File: config.mk
export PLATFORM = sky130hd
export DESIGN_NAME = adc_seq_ctrl
export DESIGN_NICKNAME = d
export VERILOG_FILES = /design/src/rtl/adc_seq_pkg.sv /design/src/rtl/adc_edge_sync.sv /design/src/rtl/adc_tick_gen.sv /design/src/rtl/adc_sar_engine.sv /design/src/rtl/adc_seq_ctrl.sv
export SDC_FILE = /design/constraint.sdc
export NUM_CORES = 1
export LEC_CHECK = 0
export ABC_AREA = 1
export BUFFER_PORTS_ARGS = -buffer_cell sky130_fd_sc_hd__buf_2
export CAP_MARGIN = 20
export CORE_MARGIN = 4
export CORE_UTILIZATION = 59
export CTS_BUF_LIST = sky130_fd_sc_hd__clkbuf_8
export DETAILED_ROUTE_END_ITERATION = 7
export GPL_TIMING_DRIVEN = 0
export PLACE_DENSITY = 0.86
export SYNTH_ARGS = -nofsm -noshare
export SYNTH_HDL_FRONTEND = slang
export SYNTH_SLANG_ARGS = --single-unit
File: constraint.sdc
create_clock -name clk_i -period 5.5 [get_ports clk_i]
set_clock_uncertainty 0.1 [all_clocks]
set_input_delay 0.825 -clock clk_i [delete_from_list [all_inputs] [get_ports clk_i]]
set_output_delay 0.825 -clock clk_i [all_outputs]
set_load 0.02 [all_outputs]
File: src/rtl/adc_seq_pkg.sv
package adc_seq_pkg;
  localparam int RES_W_DEF  = 10;
  localparam int SETTLE_DEF = 2;
  localparam int DIV_W_DEF  = 8;
  localparam int SAMP_W_DEF = 5;

  localparam logic [2:0] TRIG_SW  = 3'b000;
  localparam logic [2:0] TRIG_EXT = 3'b001;
  localparam logic [2:0] TRIG_TMR = 3'b010;
  localparam logic [2:0] TRIG_CNT = 3'b111;

  typedef enum logic [1:0] {
    ST_IDLE = 2'd0,
    ST_SAMP = 2'd1,
    ST_CONV = 2'd2
  } seq_state_e;
endpackage

File: src/rtl/adc_edge_sync.sv
module adc_edge_sync #(
  parameter int STAGES = 2
) (
  input  logic clk_i,
  input  logic rst_ni,
  input  logic d_i,
  output logic rise_o
);
  logic [STAGES:0] sh_q;

  always_ff @(posedge clk_i or negedge rst_ni) begin
    if (!rst_ni) sh_q <= '0;
    else         sh_q <= {sh_q[STAGES-1:0], d_i};
  end

  // sh_q[STAGES-1] is the synchronized level, sh_q[STAGES] its delayed copy
  assign rise_o = sh_q[STAGES-1] & ~sh_q[STAGES];
endmodule

File: src/rtl/adc_tick_gen.sv
module adc_tick_gen #(
  parameter int DIV_W = 8
) (
  input  logic             clk_i,
  input  logic             rst_ni,
  input  logic             run_i,
  input  logic             restart_i,
  input  logic [DIV_W-1:0] div_i,
  output logic             tick_o
);
  logic [DIV_W-1:0] cnt_q;

  assign tick_o = run_i && (cnt_q == div_i);

  always_ff @(posedge clk_i or negedge rst_ni) begin
    if (!rst_ni)                            cnt_q <= '0;
    else if (!run_i || restart_i || tick_o) cnt_q <= '0;
    else                                    cnt_q <= cnt_q + 1'b1;
  end
endmodule

File: src/rtl/adc_sar_engine.sv
module adc_sar_engine #(
  parameter int RES_W  = 10,
  parameter int SETTLE = 2
) (
  input  logic             clk_i,
  input  logic             rst_ni,
  input  logic             start_i,
  input  logic             active_i,
  input  logic             tick_i,
  input  logic             cmp_i,
  output logic [RES_W-1:0] code_o,
  output logic             bit_stb_o,
  output logic             last_o
);
  localparam int TOTAL  = RES_W + SETTLE;
  localparam int STEP_W = $clog2(TOTAL + 1);

  logic [STEP_W-1:0] step_q;
  logic [RES_W-1:0]  code_q, code_nx;

  assign bit_stb_o = active_i && tick_i && (step_q < STEP_W'(RES_W));
  assign last_o    = active_i && tick_i && (step_q == STEP_W'(TOTAL - 1));
  assign code_o    = code_q;

  // step s settles bit RES_W-1-s and raises the next lower trial bit
  always_comb begin
    code_nx = code_q;
    for (int i = 1; i < RES_W; i++) begin
      if (step_q == STEP_W'(RES_W - 1 - i)) begin
        code_nx[i]   = cmp_i;
        code_nx[i-1] = 1'b1;
      end
    end
    if (step_q == STEP_W'(RES_W - 1)) code_nx[0] = cmp_i;
  end

  always_ff @(posedge clk_i or negedge rst_ni) begin
    if (!rst_ni) begin
      step_q <= '0;
      code_q <= '0;
    end else if (start_i) begin
      step_q <= '0;
      code_q <= {1'b1, {(RES_W-1){1'b0}}};
    end else if (active_i && tick_i) begin
      step_q <= step_q + 1'b1;
      if (bit_stb_o) code_q <= code_nx;
    end
  end
endmodule

File: src/rtl/adc_seq_ctrl.sv
module adc_seq_ctrl
  import adc_seq_pkg::*;
#(
  parameter int RES_W       = RES_W_DEF,
  parameter int SETTLE      = SETTLE_DEF,
  parameter int DIV_W       = DIV_W_DEF,
  parameter int SAMP_W      = SAMP_W_DEF,
  parameter int SYNC_STAGES = 2
) (
  input  logic              clk_i,
  input  logic              rst_ni,
  input  logic              en_i,
  input  logic              auto_samp_i,
  input  logic              samp_set_i,
  input  logic              samp_clr_i,
  input  logic [2:0]        trig_sel_i,
  input  logic              ext_trig_i,
  input  logic              tmr_match_i,
  input  logic [DIV_W-1:0]  clk_div_i,
  input  logic [SAMP_W-1:0] samp_ticks_i,
  input  logic              done_clr_i,
  input  logic              cmp_i,
  output logic              samp_o,
  output logic [RES_W-1:0]  dac_code_o,
  output logic              bit_stb_o,
  output logic              done_o,
  output logic              result_valid_o,
  output logic [RES_W-1:0]  result_o
);
  localparam int NSRC = 2;

  seq_state_e state_q, state_d;
  logic in_conv, in_samp, tick, restart, conv_start, trig_fire, cnt_hit;
  logic sar_active, sar_last;
  logic [NSRC-1:0]   trig_raw, trig_rise;
  logic [SAMP_W-1:0] scnt_q;
  logic [SAMP_W:0]   samp_min;
  logic              done_q, valid_q;
  logic [RES_W-1:0]  result_q, sar_code;

  assign in_conv = (state_q == ST_CONV);
  assign in_samp = (state_q == ST_SAMP);

  assign trig_raw = {tmr_match_i, ext_trig_i};
  for (genvar g = 0; g < NSRC; g++) begin : g_sync
    adc_edge_sync #(.STAGES(SYNC_STAGES)) u_sync (
      .clk_i  (clk_i),
      .rst_ni (rst_ni),
      .d_i    (trig_raw[g]),
      .rise_o (trig_rise[g])
    );
  end

  assign restart = (state_d != state_q);

  adc_tick_gen #(.DIV_W(DIV_W)) u_tick (
    .clk_i     (clk_i),
    .rst_ni    (rst_ni),
    .run_i     (en_i && (state_q != ST_IDLE)),
    .restart_i (restart),
    .div_i     (clk_div_i),
    .tick_o    (tick)
  );

  assign sar_active = en_i && in_conv;

  adc_sar_engine #(.RES_W(RES_W), .SETTLE(SETTLE)) u_sar (
    .clk_i     (clk_i),
    .rst_ni    (rst_ni),
    .start_i   (conv_start),
    .active_i  (sar_active),
    .tick_i    (tick),
    .cmp_i     (cmp_i),
    .code_o    (sar_code),
    .bit_stb_o (bit_stb_o),
    .last_o    (sar_last)
  );

  // zero sample length behaves as one period
  assign samp_min = (samp_ticks_i == '0) ? (SAMP_W+1)'(1) : {1'b0, samp_ticks_i};
  assign cnt_hit  = ({1'b0, scnt_q} + (SAMP_W+1)'(1)) >= samp_min;

  always_comb begin
    case (trig_sel_i)
      TRIG_SW:  trig_fire = samp_clr_i;
      TRIG_EXT: trig_fire = trig_rise[0];
      TRIG_TMR: trig_fire = trig_rise[1];
      TRIG_CNT: trig_fire = tick && cnt_hit;
      default:  trig_fire = 1'b0;
    endcase
  end

  always_comb begin
    state_d    = state_q;
    conv_start = 1'b0;
    if (!en_i) begin
      state_d = ST_IDLE;
    end else begin
      case (state_q)
        ST_IDLE: if (samp_set_i || auto_samp_i) state_d = ST_SAMP;
        ST_SAMP: begin
          if (trig_fire) begin
            state_d    = ST_CONV;
            conv_start = 1'b1;
          end else if (samp_clr_i) begin
            state_d = ST_IDLE;
          end
        end
        ST_CONV: if (sar_last) state_d = auto_samp_i ? ST_SAMP : ST_IDLE;
        default: state_d = ST_IDLE;
      endcase
    end
  end

  always_ff @(posedge clk_i or negedge rst_ni) begin
    if (!rst_ni) begin
      state_q  <= ST_IDLE;
      scnt_q   <= '0;
      done_q   <= 1'b0;
      valid_q  <= 1'b0;
      result_q <= '0;
    end else begin
      state_q <= state_d;

      if (restart || !in_samp)              scnt_q <= '0;
      else if (tick && (scnt_q != '1))      scnt_q <= scnt_q + 1'b1;

      if (conv_start)      done_q <= 1'b0;
      else if (sar_last)   done_q <= 1'b1;
      else if (done_clr_i) done_q <= 1'b0;

      valid_q <= sar_last;
      if (sar_last) result_q <= sar_code;
    end
  end

  assign samp_o         = in_samp;
  assign dac_code_o     = sar_code;
  assign done_o         = done_q;
  assign result_valid_o = valid_q;
  assign result_o       = result_q;
endmodule

# Yosys cells after proc, flatten, opt, wreduce, memory -nomap -nowiden

Cells that the tools add are included.

$add $sub $neg: 4
$lt $le $gt $ge: 2
Equality and inequality tests: 18
Mux-type cells: 33
Bitwise operators: 4
Reductions and logical operators: 43

Operators with widths:

| operator                                                               | count |
|---|---|
| 10-bit two-way mux                                                     | 3 |
| 3-bit AND reduction                                                    | 10 |
| 3-bit nonzero test                                                     | 10 |
| 2-bit two-way mux                                                      | 14 |
| 4-bit by 3-bit equality test with 1-bit output (second input constant) | 4 |
| 5-bit two-way mux                                                      | 3 |
| 4-bit equality test (second input constant)                            | 3 |
| 2-bit nonzero test                                                     | 5 |
| 8-bit by 1-bit adder with 8-bit output (second input constant)         | 1 |
| 4-bit by 2-bit equality test with 1-bit output (second input constant) | 2 |
| 8-bit equality test                                                    | 1 |
| 1-bit logical AND                                                      | 8 |
| 1-bit two-way mux                                                      | 8 |
| 4-bit two-way mux                                                      | 2 |
| 8-bit two-way mux                                                      | 1 |
| 5-bit by 1-bit adder with 6-bit output (second input constant)         | 1 |
| 6-bit by 5-bit greater-or-equal comparator with 1-bit output           | 1 |
| 2-bit one-hot mux with 3 select lines                                  | 1 |
| 5-bit by 1-bit adder with 5-bit output (second input constant)         | 1 |
| 5-bit logical NOT                                                      | 1 |
| 5-bit != test (second input constant)                                  | 1 |
| 4-bit by 1-bit adder with 4-bit output (second input constant)         | 1 |
| 4-bit by 1-bit equality test with 1-bit output (second input constant) | 1 |
| 4-bit logical NOT                                                      | 1 |
| other kinds (14)                                                       | 20 |

Register bits: 47
Bits of input ports: 26
Logic and storage cells: 123

# Logic depth before layout (Yosys ltp)

Gate-level depths: netlist of the first run.

Depth after elaboration: 13
Mapped depth: 16
Mapped depth without buffers: 16

# Hierarchy

From an unflattened synthesis of the first run, not the netlist that was laid out.

Cell total of the unflattened synthesis: 367
Area total of the unflattened synthesis: 2827.7 µm²

Modules (own cells, without submodules):

| module         | times used | cells an instance | area an instance (µm²) |
|---|---|---|---|
| adc_seq_ctrl   | 1          | 142               | 1118.6 |
| adc_sar_engine | 1          | 128               | 969.7 |
| adc_tick_gen   | 1          | 87                | 569.3 |
| adc_edge_sync  | 2          | 5                 | 85.1 |

# Worst setup path before layout of the first run

Ideal clock, no wire load.

Kind: input -> register
Start: in samp_ticks_i[3]
End: reg u_sar.code_q[8], in the netlist u_sar.code_o[8]
Setup time: 0.117 ns
Arrival: 2.322 ns
Required time: 5.283 ns
Path slack: 2.961 ns
Stages on the path: 15
Cells stage by stage: inv_1 -> a41o_1 -> ha_1 -> inv_1 -> a21boi_0 -> o21bai_1 -> nand2_1 -> nand3_2 -> nand2_2 -> nand2_4 -> inv_2 -> a21oi_1 -> nand2_1 -> nand3_1 -> nand2_1

Longest elaborated chain between the ends: 10
Elaborated cells on any way between the ends: 13

RTL lines:

| element                                                                          | RTL line             | text |
|---|---|---|
| start, declared                                                                  | adc_seq_ctrl.sv:20   | `input logic [SAMP_W-1:0] samp_ticks_i,` |
| 5-bit logical NOT                                                                | adc_seq_ctrl.sv:80   | `assign samp_min = (samp_ticks_i == '0) ? (SAMP_W+1)'(1) : {1'b0, samp_ticks_i};` |
| 5-bit two-way mux (*)                                                            | adc_seq_ctrl.sv:80   |  |
| 6-bit by 5-bit greater-or-equal comparator with 1-bit output (*)                 | adc_seq_ctrl.sv:81   | `assign cnt_hit = ({1'b0, scnt_q} + (SAMP_W+1)'(1)) >= samp_min;` |
| 1-bit logical AND (*)                                                            | adc_seq_ctrl.sv:88   | `TRIG_CNT: trig_fire = tick && cnt_hit;` |
| 1-bit one-hot mux with 4 select lines (*)                                        | adc_seq_ctrl.sv:84   | `case (trig_sel_i)` |
| 1-bit two-way mux (*)                                                            | adc_seq_ctrl.sv:102  | `if (trig_fire) begin` |
| 1-bit two-way mux (*)                                                            | adc_seq_ctrl.sv:99   | `case (state_q)` |
| 1-bit two-way mux (*)                                                            | adc_seq_ctrl.sv:96   | `if (!en_i) begin` |
| 3-bit nonzero test (no source line) / 2-bit nonzero test (equally long branches) | --                   |  |
| 3-bit AND reduction (no source line)                                             | --                   |  |
| end signal, assigned                                                             | adc_sar_engine.sv:43 | `code_q <= {1'b1, {(RES_W-1){1'b0}}};` |
| end signal, assigned                                                             | adc_sar_engine.sv:46 | `if (bit_stb_o) code_q <= code_nx;` |
| end, declared                                                                    | adc_sar_engine.sv:19 | `logic [RES_W-1:0] code_q, code_nx;` |

Mark *: on every way between the ends. The rest lies on a longest branch, timed or not.
A chain may end at the register's enable or synchronous reset.

# Final worst setup path of the first run

Start: in clk_div_i[7]
End: out bit_stb_o

Longest elaborated chain between the ends: 4

RTL lines:

| element                         | RTL line             | text |
|---|---|---|
| start, declared                 | adc_seq_ctrl.sv:19   | `input logic [DIV_W-1:0] clk_div_i,` |
| 8-bit equality test             | adc_tick_gen.sv:13   | `assign tick_o = run_i && (cnt_q == div_i);` |
| 1-bit logical AND               | adc_tick_gen.sv:13   |  |
| 1-bit logical AND (2 in series) | adc_sar_engine.sv:21 | `assign bit_stb_o = active_i && tick_i && (step_q < STEP_W'(RES_W));` |
| end, declared                   | adc_seq_ctrl.sv:25   | `output logic bit_stb_o,` |

No other way between the ends.

==> out/results.txt, run 1 <==
Met3 wire len: 273 um
Post-synthesis sequential area ratio: 0.422
Syn_nets: 404
Total Routed Length: 5840 um
Syn-to-layout area delta: 15.9%
Post-Syn Instances: 366
Cell Area, Synth: 2790 um^2
Ranking of synthesized cells by area: dfrtp_1 42%, nand2_1 12%, inv_1 7.7%
Max-slew violation count: 0
Final Wtd Congestion: 0.889
Worst-path clk slew: 0.09 ns
CTS Root Cell: clkbuf_8
R2r endpoint: u_sar.code_o[8]$_DFFE_PN0P_
Main synth FF type: dfrtp_1
Pre-CTS setup slack: 2.55 ns
Reg-to-Reg Start: scnt_q[0]$_DFFE_PN0P_
Die area: 5890 um^2
Worst-skew pair later-pin latency: 0.31 ns
Largest net degree at the start of global routing: 48
Number of CTS-inserted buffers: 5
Post-synth cell types: 36
Uppermost routed layer: met4
NumNets Final: 461
Crit start category: input port
Post-synth top area cell: dfrtp_1
Vias in the first global route: 2356
Fmax: 340 MHz
Worst slew pin tran: 0.425 ns
Total power: 0.000813 W
Crit end category: primary output
Inst Count DP: 467
Detailed placement HPWL: 4460 um
CTS tree: done
Pwr/cell area: 251 nW/um^2
Initial Utilization: 0.624
Setup CP Type: input port to primary output
IO Count: 50
Post-route worst setup slack: 2.56 ns
Grt total ovfl: 0
Reg2reg setup slack: 2.64 ns
Diodes inserted: 0
Clock sink count: 47
Headroom to the max-slew limit: 0.717
Critical Path Fanout Max: 10
RSZ-0062 raised after global routing: no
M1 WL: 2590 um
Vias: 2488
Lkg Pwr: 1.76 nW
Synthesis-stage register bit count: 47
Minimum clock period: 2.94 ns
Tot GR Track Use: 0.210
Postcts setup bufs: 0
Post-DR vias/cell: 5.23
DRC viols: 0
WL met2: 2870 um
Count leader, synth: nand2_1
Global-route wire length before repair: 10200 um
Port buffer count: 49
Die W: 76.8 um
Layout fillers: 354
Routed Antenna Nets: 0
DR iter-0 viols: 119
Iteration count of the initial detailed-routing pass: 4
Top cell type's share of synthesized area: 0.422
Row count: 24
Yosys warnings: 0
Crit path arrival time: 2.02 ns
Longest Clk Path Bufs: 2
Most common library cells after synthesis: 88 x nand2_1, 57 x inv_1, 47 x dfrtp_1
Sum Neg Setup Slack: 0 ns
Final worst path period share: 0.535
Finished Layout Cells: 476
Final Hold Fails: 0
Post-synth EDFFs: 0
Status: finished, final reports clean
Hold Buf Count CTS: 0
Number of H-tree levels: 2
Drt wl/cell: 12.3 um
Resized Gates After CTS: 0
Crit path launch: clk_div_i[7]
Hold Path Class: flop to flop
Core box area: 4470 um^2
Synth async-reset ratio: 1.00
Number of max-cap violations: 0
CP Capture Point: bit_stb_o
Setup Viol. Count Final: 0
Reg2Reg Depth: 16
Initial antenna violation count: 0
Post-Syn Area per Cell: 7.62 um^2
VDD IR max: 135 uV
Die Span Y: 76.8 um
Worst Path Required: 4.58 ns
Share of cells above drive strength 1: 0.224
-- cell type report --
cell class	instances	area, um^2	share of cell area
well taps	52	65.1	0.0201
clock inverters	3	43.8	0.0135
inverters	68	258	0.0797
flip-flops and latches	47	1180	0.364
clock buffers	5	68.8	0.0213
multi-input cells	248	1340	0.414
plain buffers	3	17.5	0.00542
repair buffers	50	265	0.0820
-- metal layers --
metal,track usage,vias up
li1,-,1265
met1,0.256,1152
met2,0.355,59
met3,0.0492,12
met4,0.0870,0
met5,0,-
-- where the power goes --
part / switching (W) / internal [W] / total [W]
sequential: 0.0000153 / 0.000371 / 0.000386
clock: 0.000122 / 0.000135 / 0.000257
combinational: 0.000113 / 0.0000569 / 0.000169
-- cells by family (layout without fill, tap and decap cells) --
group / Yosys count / after routing / synth area share
AND/OR/NAND/NOR: 180 / 180 / 0.299
AO/OA/AOI/OAI: 47 / 47 / 0.0991
flip-flops: 47 / 47 / 0.422
buffers and inverters: 71 / 129 / 0.0987
XOR/XNOR: 9 / 9 / 0.0282
adder cells (fa/ha/maj): 12 / 12 / 0.0538
-- critical path, stage by stage --
cell      delay (ns)
buf_2           0.11
xnor2_1         0.25
nand3b_1        0.16
nor2_4          0.18
nand2_4         0.10
nor2_8          0.18
buf_2           0.20
-- state kept, by name, summed over array words and instances, names as in the netlist, 2 cells and up --
| signal | cells |
|---|---|
| u_sar.code_o | 10 |
| scnt_q | 5 |
| state_q | 2 |
| u_tick.cnt_q | 8 |
| g_sync.u_sync.sh_q | 6 |
| u_sar.step_q | 4 |
| result_o | 10 |
-- stage by stage --
step | area (um^2) | util | hold slack [ns]
finish | 3230 | 0.723 | 0.255
global placement | 3100 | 0.693 | 0.238
CTS | 3210 | 0.718 | 0.256
global route | 3230 | 0.723 | 0.265
detailed placement | 3100 | 0.693 | 0.235
floorplan | 2790 | - | 0.231
-- worst min path at each step --
| stage | slack, ns | from | cells after the start | endpoint |
|---|---|---|---|---|
| global placement | 0.24 | g_sync[1].u_sync.sh_q[0]$_DFF_PN0_ | 0 | g_sync[1].u_sync.sh_q[1]$_DFF_PN0_ |
| floorplan | 0.23 | g_sync[0].u_sync.sh_q[0]$_DFF_PN0_ | 0 | g_sync[0].u_sync.sh_q[1]$_DFF_PN0_ |
| global route | 0.27 | g_sync[0].u_sync.sh_q[0]$_DFF_PN0_ | 0 | g_sync[0].u_sync.sh_q[1]$_DFF_PN0_ |
| detailed placement | 0.23 | g_sync[0].u_sync.sh_q[0]$_DFF_PN0_ | 0 | g_sync[0].u_sync.sh_q[1]$_DFF_PN0_ |
| CTS | 0.26 | g_sync[0].u_sync.sh_q[0]$_DFF_PN0_ | 0 | g_sync[0].u_sync.sh_q[1]$_DFF_PN0_ |
| finish | 0.26 | g_sync[0].u_sync.sh_q[0]$_DFF_PN0_ | 0 | g_sync[0].u_sync.sh_q[1]$_DFF_PN0_ |
-- placed cells by master (no fill, tap or decap), types with 3 or more instances in the layout --
cell	count
inv_2	10
o21ai_0	7
dfrtp_1	47
ha_1	12
nor3_1	8
nand2_2	4
nor2_1	36
a21boi_0	3
buf_2	51
xor2_1	5
nand3_2	4
clkbuf_8	5
o21ai_1	14
nor2_2	5
inv_1	57
xnor2_1	4
a21oi_1	14
nand2_1	88
nand3_1	20
nand4_1	4
(Power assumes the default switching activity.)
==> inputs of run 2 (changes only) <==
Settings changed: CORE_UTILIZATION 59 to 52, PLACE_DENSITY 0.86 to 0.8.
Clock period 5.5 ns to 2.6 ns, I/O delays scaled along.
==> out/results.txt, run 2 (synthesized netlist as in run 1, its figures left out) <==
Crit end category: flop (was primary output)
Initial Utilization: 0.543 (was 0.624)
Worst Path Buf+Inv: 1 (was 2)
Routed Antenna Nets: 0 (unchanged)
Initial antenna violation count: 0 (unchanged)
Crit-path slowest cell: dfrtp_1 (was xnor2_1)
Setup CP Type: flop to flop (was input port to primary output)
Syn-to-layout area delta: 22.2% (was 15.9%)
Vias in the first global route: 2394 (was 2356)
Global-route wire length before repair: 9980 um (was 10200 um)
Worst-path clk slew: 0.09 ns (about the same)
Total Routed Length: 5990 um (was 5840 um)
Most common cell type on the critical path: nand2_1 (was buf_2)
Cell count along the critical path: 16 (was 7)
Share of cells above drive strength 1: 0.277 (was 0.224)
Reg2reg setup slack: 0.14 ns (was 2.64 ns)
Inst Count DP: 485 (was 467)
Sum Neg Setup Slack: 0 ns (unchanged)
Final worst path period share: 0.945
Final instance area: 3410 um^2 (was 3230 um^2)
IO Count: 50 (unchanged)
Core box area: 5140 um^2 (was 4470 um^2)
Hold Path Class: input port to flop (was flop to flop)
Port buffer count: 49 (unchanged)
Longest Clk Path Bufs: 2 (unchanged)
Crit path cell chain: ha_2 > nand2_2 > nor2_4 > ha_4 > ha_4 > a21boi_2 > nor3_2 > nand2_1 > nand3_2 > nand2_2 > nand2_4 > inv_2 > a21oi_4 > nand2_1 > nand3_1 > nand2_1 (was buf_2 > xnor2_1 > nand3b_1 > nor2_4 > nand2_4 > nor2_8 > buf_2)
Lkg Pwr: 1.80 nW (was 1.76 nW)
Most frequent cells in the layout: 84 x nand2_1, 57 x inv_1, 51 x buf_2 (was 88 x nand2_1, 57 x inv_1, 51 x buf_2)
Part of the power in registers: 0.467 (was 0.475)
Placement Cell Area: 3120 um^2 (was 3100 um^2)
Post-DR vias/cell: 4.95 (was 5.23)
CTS Root Cell: clkbuf_8 (unchanged)
Die W: 81.3 um (was 76.8 um)
Number of CTS-inserted buffers: 5 (unchanged)
Diodes inserted: 0 (unchanged)
Grt total ovfl: 0 (unchanged)
Worst-skew pair later-pin latency: 0.31 ns (about the same)
DRC viols: 0 (unchanged)
Crit start category: flop (was input port)
Number of H-tree levels: 2 (unchanged)
Iteration count of the initial detailed-routing pass: 4 (unchanged)
Row count: 26 (was 24)
Reg-to-Reg Start: scnt_q[0]$_DFFE_PN0P_ (unchanged)
Die area: 6600 um^2 (was 5890 um^2)
Minimum clock period: 2.46 ns
Net Switching: 0.000548 W (was 0.000250 W)
Internal Power: 0.00120 W (was 0.000563 W)
Tot GR Track Use: 0.193 (was 0.210)
Setup Viol. Count Final: 0 (unchanged)
R2r endpoint: u_sar.code_o[8]$_DFFE_PN0P_ (unchanged)
Drt wl/cell: 12.0 um (was 12.3 um)
Reg2Reg Depth: 16 (unchanged)
Gate power share: 0.215 (was 0.208)
Die Span Y: 81.3 um (was 76.8 um)
Hold path startpoint: tmr_match_i (was g_sync[0].u_sync.sh_q[0]$_DFF_PN0_)
Hold depth: 1 (was 0)
Fmax: 407 MHz
Vias: 2474 (was 2488)
Max-slew violation count: 0 (unchanged)
VDD IR max: 327 uV (was 135 uV)
Worst slew pin tran: 0.475 ns (was 0.425 ns)
Critical Path Fanout Max: 9 (was 10)
Pwr/cell area: 514 nW/um^2 (was 251 nW/um^2)
Fin util: 0.663 (was 0.723)
Final Wtd Congestion: 0.867 (was 0.889)
Finished Layout Cells: 500 (was 476)
Hold Path End: g_sync[1].u_sync.sh_q[0]$_DFF_PN0_ (was g_sync[0].u_sync.sh_q[1]$_DFF_PN0_)
Detailed placement HPWL: 4360 um (was 4460 um)
Largest net degree at the start of global routing: 48 (unchanged)
NumNets Final: 467 (was 461)
Status: finished, final reports clean (unchanged)
Sw frac: 0.313 (was 0.307)
Crit path arrival time: 2.56 ns (was 2.02 ns)
Headroom to the max-slew limit: 0.683 (was 0.717)
CTS tree: done (unchanged)
Kind of cell adding the most delay to the critical path: simple AND/OR/NAND/NOR gates (unchanged)
Final Hold Fails: 0 (unchanged)
RSZ-0062 raised after global routing: yes (was no)
Crit-path max cell delay: 0.40 ns (was 0.25 ns)
Clock share of power: 0.318 (was 0.317)
Number of max-cap violations: 0 (unchanged)
Commonest non-fill, non-tap cell in the layout: nand2_1 (unchanged)
Clock sink count: 47 (unchanged)
DR iter-0 viols: 100 (was 119)
Worst Path Required: 2.70 ns (was 4.58 ns)
## run 2: power by group through the flow
stage	clock (W)	sequential [W]	combinational (W)
floorplan	0	0.000874	0.000186
global placement	0	0.000829	0.000342
detailed placement	0	0.000833	0.000350
CTS	0.000562	0.000818	0.000365
global route	0.000603	0.000825	0.000421
finish	0.000557	0.000819	0.000376
## run 2: repair_timing
item / CTS / global route
pin swaps: 2 / 2
gates resized for setup: 11 / 13
setup endpoints to repair: 14 / 25
hold buffers: 0 / 1
buffers inserted: 4 / 1
hold endpoints to repair: 0 / 19
## run 2: worst max path at each step
| stage | end | slack, ns | from |
|---|---|---|---|
| 2_1_floorplan | u_sar.code_o[8]$_DFFE_PN0P_ | 0.1 | scnt_q[0]$_DFFE_PN0P_ |
| 3_3_place_gp | u_sar.code_o[8]$_DFFE_PN0P_ | -0.15 | scnt_q[0]$_DFFE_PN0P_ |
| 3_5_place_dp | u_sar.code_o[8]$_DFFE_PN0P_ | -0.21 | scnt_q[0]$_DFFE_PN0P_ |
| 4_1_cts | u_sar.code_o[8]$_DFFE_PN0P_ | -0.0004 | scnt_q[0]$_DFFE_PN0P_ |
| 5_1_grt | u_sar.code_o[8]$_DFFE_PN0P_ | -0.01 | scnt_q[1]$_DFFE_PN0P_ |
| 6_report | u_sar.code_o[8]$_DFFE_PN0P_ | 0.14 | scnt_q[0]$_DFFE_PN0P_ |
## run 2: per-layer routing
metal / wire [um] / track usage / vias up / share of wire
li1: - / - / 1276 / -
met1: 2630 / 0.228 / 1140 / 0.44
met2: 3040 / 0.345 / 50 / 0.51
met3: 247 / 0.0432 / 8 / 0.041
met4: 80 / 0.0642 / 0 / 0.013
met5: 0 / 0 / - / 0
## run 2: layout make-up
cell class	count	area (um^2)
clock inverters	3	47.5
plain buffers	3	17.5
well taps	70	87.6
fillers	435	1730
clock buffers	5	68.8
inverters	68	258
multi-input cells	248	1440
repair buffers	56	317
flip-flops and latches	47	1180
## run 2: metrics by stage
step	power, W	setup slack [ns]	hold WS [ns]
5_1_grt	0.00185	-0.0141	0.0714
4_1_cts	0.00175	-0.000425	0.0771
6_report	0.00175	0.143	0.0827
3_5_place_dp	0.00118	-0.208	0.235
2_1_floorplan	0.00106	0.0965	-0.00559
3_3_place_gp	0.00117	-0.153	0.232
## run 2: worst reg2reg max path, cell delays in order (launching register included)
cell and delay (ns):
dfrtp_1 0.40, ha_2 0.20, nand2_2 0.09, nor2_4 0.04
ha_4 0.28, ha_4 0.19, a21boi_2 0.15, nor3_2 0.10
nand2_1 0.10, nand3_2 0.09, nand2_2 0.06, nand2_4 0.09
inv_2 0.11, a21oi_4 0.17, nand2_1 0.07, nand3_1 0.06
nand2_1 0.05
==> inputs of run 3 (changes only) <==
Settings changed: CORE_ASPECT_RATIO from default to 1.25.
==> out/results.txt, run 3 (synthesized netlist as in run 1, its figures left out) <==
DRC viols: 0 (unchanged)
Drt wl/cell: 11.9 um (was 12.0 um)
Finished Layout Cells: 490 (was 500)
Row count: 29 (was 26)
Worst hold margin: 0.0981 ns (was 0.0827 ns)
Crit path arrival time: 2.67 ns (was 2.56 ns)
Clock sink count: 47 (unchanged)
Diodes inserted: 0 (unchanged)
Hold Path End: g_sync[1].u_sync.sh_q[0]$_DFF_PN0_ (unchanged)
Sum Neg Setup Slack: 0 ns (unchanged)
Post-DR vias/cell: 5.06 (was 4.95)
Initial Utilization: 0.542 (was 0.543)
VDD IR max: 433 uV (was 327 uV)
Commonest non-fill, non-tap cell in the layout: nand2_1 (unchanged)
IO Count: 50 (unchanged)
Worst-skew pair later-pin latency: 0.30 ns (was 0.31 ns)
Inst Count DP: 477 (was 485)
Reg2Reg Depth: 17 (was 16)
Reg2reg setup slack: 0.03 ns (was 0.14 ns)
Reg-to-Reg Start: scnt_q[0]$_DFFE_PN0P_ (unchanged)
DR iter-0 viols: 100 (unchanged)
CTS Root Cell: clkbuf_8 (unchanged)
Die Span Y: 89.9 um (was 81.3 um)
Worst Path Required: 2.69 ns (was 2.70 ns)
Routed Antenna Nets: 0 (unchanged)
Syn-to-layout area delta: 21.5% (was 22.2%)
Number of max-cap violations: 0 (unchanged)
Number of CTS-inserted buffers: 5 (unchanged)
Status: finished, final reports clean (unchanged)
Vias: 2479 (was 2474)
Die area: 6610 um^2 (was 6600 um^2)
Layout fillers: 436 (was 435)
Final instance area: 3390 um^2 (was 3410 um^2)
Crit end category: flop (unchanged)
Hold Path Class: input port to flop (unchanged)
Max-slew violation count: 0 (unchanged)
Setup Viol. Count Final: 0 (unchanged)
Detailed placement HPWL: 4490 um (was 4360 um)
Iteration count of the initial detailed-routing pass: 4 (unchanged)
Final worst path period share: 0.989 (was 0.945)
Setup CP Type: flop to flop (unchanged)
Die W: 73.5 um (was 81.3 um)
Headroom to the max-slew limit: 0.706 (was 0.683)
R2r endpoint: u_sar.code_o[8]$_DFFE_PN0P_ (unchanged)
Final Hold Fails: 0 (unchanged)
Minimum clock period: 2.57 ns (was 2.46 ns)
Placement Cell Area: 3110 um^2 (was 3120 um^2)
Fin util: 0.658 (was 0.663)
Core box area: 5150 um^2 (was 5140 um^2)
Final Wtd Congestion: 0.907 (was 0.867)
Port buffer count: 49 (unchanged)
Vias in the first global route: 2449 (was 2394)
Share of cells above drive strength 1: 0.269 (was 0.277)
Largest net degree at the start of global routing: 48 (unchanged)
Number of H-tree levels: 2 (unchanged)
Lkg Pwr: 1.81 nW (was 1.80 nW)
Global-route wire length before repair: 10200 um (was 9980 um)
Crit path launch: scnt_q[0]$_DFFE_PN0P_ (unchanged)
Initial antenna violation count: 0 (unchanged)
Hold depth: 1 (unchanged)
Grt total ovfl: 0 (unchanged)
Pwr/cell area: 492 nW/um^2 (was 514 nW/um^2)
Longest Clk Path Bufs: 2 (unchanged)
Fmax: 389 MHz (was 407 MHz)
Tot GR Track Use: 0.188 (was 0.193)
CTS tree: done (unchanged)
NumNets Final: 465 (was 467)
RSZ-0062 raised after global routing: yes (unchanged)
Most frequent cells in the layout: 85 x nand2_1, 57 x inv_1, 51 x buf_2 (was 84 x nand2_1, 57 x inv_1, 51 x buf_2)
Total Routed Length: 5830 um (was 5990 um)
Crit start category: flop (unchanged)
Worst slew pin tran: 0.440 ns (was 0.475 ns)
Hold path startpoint: tmr_match_i (unchanged)
Critical Path Fanout Max: 4 (was 9)
Worst-path clk slew: 0.09 ns (about the same)
==> run 3: changes by cell type in the layout (fill, tap and decap cells not counted), sizes merged <==
cell,previous run,this run
clkbuf,5,7
buf,58,56
clkinvlp,0,1
clkinv,1,0
bufinv,1,0
inv,69,68
==> run 3: area by class of cell <==
cell class / instances / area, um^2 / share of cell area
Clock buffer: 7 / 96.3 / 0.0284
Buffer: 3 / 21.3 / 0.00627
Timing Repair Buffer: 54 / 302 / 0.0889
Tap cell: 62 / 77.6 / 0.0229
Clock inverter: 1 / 7.51 / 0.00221
Multi-Input combinational cell: 248 / 1450 / 0.428
Inverter: 68 / 260 / 0.0768
Sequential cell: 47 / 1180 / 0.347
==> run 3: critical path, cell delays in order, from the launching register on <==
cell and delay, ns:
dfrtp_1 0.39, ha_2 0.19, nand2_1 0.07, nor2_1 0.04, ha_1 0.34, ha_4 0.23, a21boi_4 0.13, nor3_2 0.16
nand2_1 0.10, nand3_2 0.10, nand2_2 0.06, nand2_4 0.12, buf_6 0.14, nand2_4 0.06, nand2_4 0.06, nand2_1 0.05
nand3_1 0.06, nand2_1 0.05
==> run 3: how the worst max path moves through the flow <==
stage,endpoint,cells past startpoint
detailed placement,u_sar.code_o[8]$_DFFE_PN0P_,16
finish,u_sar.code_o[8]$_DFFE_PN0P_,17
global placement,u_sar.code_o[8]$_DFFE_PN0P_,16
global route,u_sar.code_o[8]$_DFFE_PN0P_,17
floorplan,u_sar.code_o[8]$_DFFE_PN0P_,16
CTS,u_tick.cnt_q[6]$_DFF_PN0_,15
==> run 3: power breakdown <==
group	switching (W)	internal, W	leakage [nW]
registers	0.0000347	0.000784	0.623
logic	0.000247	0.000127	1.14
clock network	0.000235	0.000242	0.0505
total	0.000517	0.00115	1.81
==> run 3: through the flow <==
step                total power, W  setup slack, ns
floorplan                  0.00106           0.0965
global placement           0.00118           -0.145
detailed placement         0.00118           -0.180
CTS                        0.00167           0.0205
global route               0.00178           -0.153
finish                     0.00167           0.0285
==> run 3: routing by layer <==
layer  up-vias  track usage  share of wire
li1       1284            -              -
met1      1128        0.232           0.42
met2        58        0.320           0.51
met3         9       0.0391          0.053
met4         0       0.0650          0.014
met5         -            0              0
==> run 3: repair_timing <==
item,CTS,global route
gates cloned,0,0
buffers inserted,3,0
pin swaps,1,7
gates resized for setup,3,25
setup endpoints to repair,15,23
hold buffers,0,1
endpoints found under the hold margin,0,16
